File: config.mk
export PLATFORM = sky130hd
export DESIGN_NAME = nand_ecc_acc
export DESIGN_NICKNAME = d
export VERILOG_FILES = /design/src/rtl/nand_ecc_pkg.sv /design/src/rtl/ecc_byte_cnt.sv /design/src/rtl/ecc_line_par.sv /design/src/rtl/ecc_col_par.sv /design/src/rtl/ecc_reg_rd.sv /design/src/rtl/nand_ecc_acc.sv
export SDC_FILE = /design/constraint.sdc
export NUM_CORES = 1
export LEC_CHECK = 0
export BUFFER_PORTS_ARGS = -buffer_cell sky130_fd_sc_hd__buf_2
export CAP_MARGIN = 40
export CORE_ASPECT_RATIO = 0.7
export CORE_MARGIN = 2
export CORE_UTILIZATION = 30
export CTS_CLUSTER_SIZE = 12
export DETAILED_ROUTE_END_ITERATION = 6
export HOLD_SLACK_MARGIN = 0.05
export PLACE_DENSITY = 0.44
export REMOVE_ABC_BUFFERS = 1
export SYNTH_ARGS = -nofsm -noshare
export SYNTH_HDL_FRONTEND = slang
export SYNTH_SLANG_ARGS = --single-unit
File: constraint.sdc
create_clock -name clk_i -period 3.8 [get_ports clk_i]
set_clock_uncertainty 0.15 [all_clocks]
set_input_delay 0.57 -clock clk_i [delete_from_list [all_inputs] [get_ports clk_i]]
set_output_delay 0.57 -clock clk_i [all_outputs]
set_load 0.02 [all_outputs]
File: src/rtl/nand_ecc_pkg.sv
package nand_ecc_pkg;

  localparam int unsigned WORD_SHIFT = 2;

  function automatic int unsigned words_for(input int unsigned bits, input int unsigned word_w);
    return (bits + word_w - 1) / word_w;
  endfunction

  function automatic int unsigned word_offset(input int unsigned idx);
    return idx << WORD_SHIFT;
  endfunction

endpackage

File: src/rtl/ecc_byte_cnt.sv
module ecc_byte_cnt #(
  parameter int unsigned POS_W = 8
) (
  input  logic             clk_i,
  input  logic             rst_ni,
  input  logic             clr_i,
  input  logic             stb_i,
  output logic [POS_W-1:0] cnt_o
);
  always_ff @(posedge clk_i or negedge rst_ni) begin
    if (!rst_ni)    cnt_o <= '0;
    else if (clr_i) cnt_o <= '0;
    else if (stb_i) cnt_o <= cnt_o + 1'b1;
  end
endmodule

File: src/rtl/ecc_line_par.sv
module ecc_line_par #(
  parameter int unsigned POS_W = 8,
  localparam int unsigned LP_W = 2 * POS_W
) (
  input  logic             clk_i,
  input  logic             rst_ni,
  input  logic             clr_i,
  input  logic             stb_i,
  input  logic [POS_W-1:0] pos_i,
  input  logic             byte_par_i,
  output logic [LP_W-1:0]  par_o
);
  for (genvar k = 0; k < POS_W; k++) begin : g_pair
    logic even_q, odd_q;
    always_ff @(posedge clk_i or negedge rst_ni) begin
      if (!rst_ni) begin
        even_q <= 1'b0;
        odd_q  <= 1'b0;
      end else if (clr_i) begin
        even_q <= 1'b0;
        odd_q  <= 1'b0;
      end else if (stb_i) begin
        if (pos_i[k]) odd_q  <= odd_q ^ byte_par_i;
        else          even_q <= even_q ^ byte_par_i;
      end
    end
    assign par_o[2*k]   = even_q;
    assign par_o[2*k+1] = odd_q;
  end
endmodule

File: src/rtl/ecc_col_par.sv
module ecc_col_par #(
  parameter int unsigned DATA_W = 8,
  localparam int unsigned SEL_W = $clog2(DATA_W),
  localparam int unsigned CP_W  = 2 * SEL_W
) (
  input  logic              clk_i,
  input  logic              rst_ni,
  input  logic              clr_i,
  input  logic              stb_i,
  input  logic [DATA_W-1:0] data_i,
  output logic [CP_W-1:0]   par_o
);
  for (genvar j = 0; j < SEL_W; j++) begin : g_pair
    logic lo_t, hi_t;
    logic lo_q, hi_q;
    always_comb begin
      lo_t = 1'b0;
      hi_t = 1'b0;
      for (int i = 0; i < DATA_W; i++) begin
        if (((i >> j) & 1) == 1) hi_t = hi_t ^ data_i[i];
        else                     lo_t = lo_t ^ data_i[i];
      end
    end
    always_ff @(posedge clk_i or negedge rst_ni) begin
      if (!rst_ni) begin
        lo_q <= 1'b0;
        hi_q <= 1'b0;
      end else if (clr_i) begin
        lo_q <= 1'b0;
        hi_q <= 1'b0;
      end else if (stb_i) begin
        lo_q <= lo_q ^ lo_t;
        hi_q <= hi_q ^ hi_t;
      end
    end
    assign par_o[2*j]   = lo_q;
    assign par_o[2*j+1] = hi_q;
  end
endmodule

File: src/rtl/ecc_reg_rd.sv
module ecc_reg_rd
  import nand_ecc_pkg::*;
#(
  parameter int unsigned DATA_W = 8,
  parameter int unsigned POS_W  = 8,
  parameter int unsigned CP_W   = 6,
  parameter int unsigned ADDR_W = 5,
  localparam int unsigned LP_W     = 2 * POS_W,
  localparam int unsigned LP_WORDS = words_for(LP_W, DATA_W),
  localparam int unsigned IDX_W    = ADDR_W - WORD_SHIFT
) (
  input  logic [ADDR_W-1:0] addr_i,
  input  logic [LP_W-1:0]   lp_i,
  input  logic [CP_W-1:0]   cp_i,
  input  logic [POS_W-1:0]  cnt_i,
  output logic [DATA_W-1:0] rdata_o
);
  logic [LP_WORDS*DATA_W-1:0] lp_pad;
  logic [DATA_W-1:0]          cp_pad, cnt_pad;
  logic [IDX_W-1:0]           idx;
  logic                       aligned;

  assign idx     = addr_i[ADDR_W-1:WORD_SHIFT];
  assign aligned = (addr_i[WORD_SHIFT-1:0] == '0);

  always_comb begin
    lp_pad = '0;
    lp_pad[LP_W-1:0] = lp_i;
    cp_pad = '0;
    cp_pad[CP_W-1:0] = cp_i;
    cnt_pad = '0;
    cnt_pad[POS_W-1:0] = cnt_i;
  end

  always_comb begin
    rdata_o = '0;
    if (aligned) begin
      for (int w = 0; w < LP_WORDS; w++)
        if (idx == IDX_W'(w)) rdata_o = lp_pad[w*DATA_W +: DATA_W];
      if (idx == IDX_W'(LP_WORDS))     rdata_o = cp_pad;
      if (idx == IDX_W'(LP_WORDS + 1)) rdata_o = cnt_pad;
    end
  end
endmodule

File: src/rtl/nand_ecc_acc.sv
module nand_ecc_acc
  import nand_ecc_pkg::*;
#(
  parameter int unsigned DATA_W = 8,
  parameter int unsigned POS_W  = 8,
  parameter int unsigned ADDR_W = 5,
  localparam int unsigned LP_W     = 2 * POS_W,
  localparam int unsigned CP_W     = 2 * $clog2(DATA_W),
  localparam int unsigned LP_WORDS = words_for(LP_W, DATA_W),
  localparam int unsigned CLR_ADDR = word_offset(LP_WORDS + 2)
) (
  input  logic              clk_i,
  input  logic              rst_ni,
  input  logic [DATA_W-1:0] data_i,
  input  logic              stb_i,
  input  logic              wr_i,
  input  logic [ADDR_W-1:0] addr_i,
  input  logic [DATA_W-1:0] wdata_i,
  output logic [DATA_W-1:0] rdata_o
);
  logic             clr;
  logic             byte_par;
  logic [LP_W-1:0]  line_par;
  logic [CP_W-1:0]  col_par;
  logic [POS_W-1:0] byte_cnt;
  logic             unused_wdata;

  assign clr          = wr_i && (addr_i == ADDR_W'(CLR_ADDR));
  assign byte_par     = ^data_i;
  assign unused_wdata = ^wdata_i;

  ecc_byte_cnt #(.POS_W(POS_W)) cnt_u (
    .clk_i(clk_i), .rst_ni(rst_ni), .clr_i(clr), .stb_i(stb_i), .cnt_o(byte_cnt)
  );

  ecc_line_par #(.POS_W(POS_W)) line_u (
    .clk_i(clk_i), .rst_ni(rst_ni), .clr_i(clr), .stb_i(stb_i),
    .pos_i(byte_cnt), .byte_par_i(byte_par), .par_o(line_par)
  );

  ecc_col_par #(.DATA_W(DATA_W)) col_u (
    .clk_i(clk_i), .rst_ni(rst_ni), .clr_i(clr), .stb_i(stb_i),
    .data_i(data_i), .par_o(col_par)
  );

  ecc_reg_rd #(.DATA_W(DATA_W), .POS_W(POS_W), .CP_W(CP_W), .ADDR_W(ADDR_W)) rd_u (
    .addr_i(addr_i), .lp_i(line_par), .cp_i(col_par), .cnt_i(byte_cnt), .rdata_o(rdata_o)
  );
endmodule

==> Implementation_results.wiki <==
{| class="wikitable"
! Metric !! Value
|-
| DP Area || between 2000 and 2500 um2
|-
| Flop and latch count out of synthesis || 30
|-
| Critical path's slowest cell || sky130_fd_sc_hd__buf_2
|-
| Peak fanout along the critical path || 18
|-
| Clock period minus final worst setup slack || 2.46 ns
|-
| DR vias/cell || between 5 and 6
|-
| Most frequent cells after synthesis || 30 x sky130_fd_sc_hd__dfrtp_1, 29 x sky130_fd_sc_hd__nor2_1, 23 x sky130_fd_sc_hd__nand2_1
|-
| Die width || ~100 um
|-
| Area of the multi-input gates || 1030 um2
|-
| Post-synthesis async set-or-reset flop share || 100%
|-
| Share of the synthesized area in the top cell type || approximately two fifths
|-
| Worst slew slack as a fraction of its limit || 51.8%
|-
| Number of instances in the synthesized netlist || 205
|-
| Crit-path leading delay family || buffers and inverters
|-
| Y dimension of the die || between 60 and 70 um
|-
| Number of global-route vias before repair || approximately 1.5k
|-
| Detailed router's first-iteration violation count || 66
|-
| Number of CTS-inserted buffers || 5
|-
| Worst setup startpoint || addr_i[2]
|-
| First-pass GRT wire length || 7910 um
|-
| Number of buffers inserted to repair setup after CTS || 0
|-
| All-layer global routing usage || 14.8%
|-
| Type of the worst setup path || primary input to output pin
|-
| Sequence of cells on the critical path || buf_2, mux2i_1, o22ai_1, and2_1, buf_2
|-
| Grt ovf || 0
|-
| Synth top area cells || sky130_fd_sc_hd__dfrtp_1 41%, sky130_fd_sc_hd__mux2i_1 7.7%, sky130_fd_sc_hd__xnor2_1 6.7%
|-
| CTS tree || yes
|-
| Sequential-to-total area share from yosys stat || about two fifths
|-
| Delay of the slowest cell on the worst path || between 0.4 and 0.5 ns
|-
| Number of flops mapped to enable cells by yosys || 0
|-
| Internal reg-to-reg setup slack || 2.25 ns
|-
| Final cycle utilization of the critical path || between 60% and 70%
|-
| Final cell area excluding filler cells || around 2100 um2
|-
| Number of antenna violations at the first check in global routing || 0
|-
| Final setup TNS || 0 ns
|-
| Count of fill cells added during filler insertion || 610
|-
| Most used flip-flop cell after synthesis || sky130_fd_sc_hd__dfrtp_1
|-
| HP Class || primary input to async pin
|-
| Count of boundary I/O pins || 33
|-
| Max-slew violation total from the final report || 0
|-
| Maximum clock rate || between 0.4 and 0.5 GHz
|-
| Cell type contributing the most total cell area after synthesis || sky130_fd_sc_hd__dfrtp_1
|-
| Row count || 23
|-
| Max-cap violations || 0
|-
| Final weighted congestion of routability-driven global placement || 0.708
|-
| Count of buffers from port buffering || 24
|-
| Arrival time worst endpoint || around 1.7 ns
|-
| LEAKAGE || slightly above 0.9 nW
|-
| CTS root buf || sky130_fd_sc_hd__clkbuf_8
|-
| Count of buffering cells on the critical path with inverters included || 2
|-
| Layout Nets || ~260
|-
| Power Dens Cells || between 500 and 600 nW/um2
|-
| # hold bufs at CTS || 0
|-
| Result of the run || complete, no violations
|-
| Resize count post-CTS || 0
|-
| Most numerous cell on the critical path || sky130_fd_sc_hd__buf_2
|-
| Slew at the pin closest to its max-slew limit || roughly 0.72 ns
|-
| Number of setup violations in the final report || 0
|-
| Startpoint type of the worst setup path || primary input
|-
| Drc violations || 0
|-
| Average detailed-routed wire length per instance || 15.5 um
|-
| Worst-path clk slew || about 0.07 ns
|-
| Number of H-tree levels || 2
|-
| Vias || between 1.5k and 2k
|-
| Total number of yosys warnings || 0
|-
| Peak supply drop || just under 0.0002 V
|-
| Library cells used by synthesis || 26
|-
| Full die area || 6740 um2
|-
| Share of post-route cells with drive strength above 1 || 15.2%
|-
| Endpoint class of the critical path || output pin
|-
| Maximum root-to-sink buffer count || 2
|-
| Core outline area || 5810 um2
|-
| Ant diodes || 0
|-
| Critical Path RT || between 3 and 4 ns
|-
| Number of placed instances with taps included || between 200 and 300
|-
| HPWL after DPL || ~3200 um
|-
| Synth-to-Final Area Change || 16.4%
|-
| Sequential Area || approximately 750 um2
|-
| Source of the worst register-to-register timing path || cnt_u.cnt_o[1]$_DFFE_PN0P_
|-
| Clk sinks || 30
|-
| Final non-filler cell total || about 310
|-
| Final Hold Violating Endpoints || 0
|-
| Setup repair after global routing missed its margin || no
|-
| Most repeated cell in the gate-level netlist after synthesis || sky130_fd_sc_hd__dfrtp_1
|-
| Post-synthesis instance area || 1830 um2
|-
| Initial cell density of the core || 31.4%
|-
| Pin count of the biggest net entering global routing || 31
|-
| Worst-skew pair later-pin latency || 0.28 ns
|-
| Wirelength, routed || 4730 um
|-
| Antenna Nets Post-Route || 0
|-
| Mean cell area of the mapped netlist || between 8 and 9 um2
|-
| 1st-pass router iterations || 4
|}
state kept, by name, summed over array words and instances (netlist names):
register,count
line_u.g_pair.even_q,8
cnt_u.cnt_o,8
col_u.g_pair.lo_q,3
col_u.g_pair.hi_q,3
line_u.g_pair.odd_q,8
layout make-up:
class | count | area share, %
multi-input cells | 164 | 48.4
repair buffers | 28 | 7.41
inverters | 1 | 0.176
well taps | 75 | 4.41
clock inverters | 1 | 0.235
clock buffers | 7 | 4.06
flip-flops and latches | 30 | 35.3
layer usage:
layer	global-route usage, %	vias to the layer above	share of wire [%]
met5	0	-	0
met4	3.70	0	0.68
met3	3.83	5	4.3
met2	20.0	24	38
met1	23.2	731	57
li1	-	773	-
logic make-up (layout without fill, tap and decap cells):
group           Yosys count  after routing  synth area share, %
xor+xnor                 27             27                 12.9
simple gates             85             85                 23.0
mux                      14             14                 7.67
compound gates           37             37                 12.0
flops                    30             30                 41.1
fa+ha+maj                 1              1                0.684
buf+inv                  11             37                 2.60
worst register-to-register path: cells and delay by family (launching register included):
| kind | cells | cell delay, ns |
|---|---|---|
| AND/OR/NAND/NOR | 2 | 0.53 |
| AO/OA/AOI/OAI | 1 | 0.14 |
| adder cells (fa/ha/maj) | 1 | 0.21 |
| flip-flops | 1 | 0.46 |
per-stage QoR:
step | worst slack, ns | hold slack [ns] | util (%) | total power [W]
floorplan | 1.50 | 0.124 | - | 0.000852
global placement | 1.18 | 0.383 | 34.8 | 0.000998
detailed placement | 1.34 | 0.389 | 35.0 | 0.00100
CTS | 1.33 | 0.219 | 36.6 | 0.00128
global route | 1.19 | 0.248 | 36.6 | 0.00137
finish | 1.34 | 0.180 | 36.6 | 0.00127
final timing paths:
check | depth (start not counted) | end
worst max-delay path | 5 | rdata_o[3]
worst min-delay path | 1 | line_u.g_pair[6].odd_q$_DFFE_PN0P_
worst max register to register | 4 | cnt_u.cnt_o[6]$_DFFE_PN0P_
worst min register to register | 2 | col_u.g_pair[0].hi_q$_DFFE_PN0P_
max in group asynchronous | 1 | cnt_u.cnt_o[4]$_DFFE_PN0P_
min in group clk_i | 2 | col_u.g_pair[0].hi_q$_DFFE_PN0P_
where the power goes:
part	switching, W	internal (W)
combinational	0.000220	0.000189
sequential	0.000132	0.000450
clock	0.000129	0.000146
total	0.000481	0.000786
cell usage in the layout, fill, tap and decap left out:
cell | synthesis | routed
sky130_fd_sc_hd__nand2_1 | 23 | 23
sky130_fd_sc_hd__nand4b_1 | 7 | 7
sky130_fd_sc_hd__buf_2 | 2 | 24
sky130_fd_sc_hd__nand3_1 | 1 | 1
sky130_fd_sc_hd__clkinv_1 | 1 | 1
sky130_fd_sc_hd__o22ai_1 | 5 | 5
sky130_fd_sc_hd__xor2_1 | 13 | 13
sky130_fd_sc_hd__a21oi_1 | 13 | 13
sky130_fd_sc_hd__dfrtp_1 | 30 | 30
sky130_fd_sc_hd__buf_8 | 0 | 1
sky130_fd_sc_hd__mux2i_1 | 14 | 14
sky130_fd_sc_hd__o21ai_0 | 10 | 10
sky130_fd_sc_hd__xnor2_1 | 14 | 14
sky130_fd_sc_hd__or3_1 | 10 | 10
sky130_fd_sc_hd__o311ai_0 | 7 | 7
sky130_fd_sc_hd__or2_1 | 1 | 1
sky130_fd_sc_hd__a31oi_1 | 2 | 2
sky130_fd_sc_hd__clkbuf_1 | 5 | 1
sky130_fd_sc_hd__nor2_1 | 29 | 29
sky130_fd_sc_hd__clkbuf_8 | 0 | 6
sky130_fd_sc_hd__nand2b_1 | 2 | 2
sky130_fd_sc_hd__nor4_1 | 3 | 3
sky130_fd_sc_hd__and2_1 | 5 | 5
sky130_fd_sc_hd__nand4_1 | 3 | 3
sky130_fd_sc_hd__buf_4 | 1 | 3
sky130_fd_sc_hd__ha_1 | 1 | 1
sky130_fd_sc_hd__and4_1 | 1 | 1
sky130_fd_sc_hd__clkinv_2 | 0 | 1
Note: power is estimated with default switching activity, not from simulation.
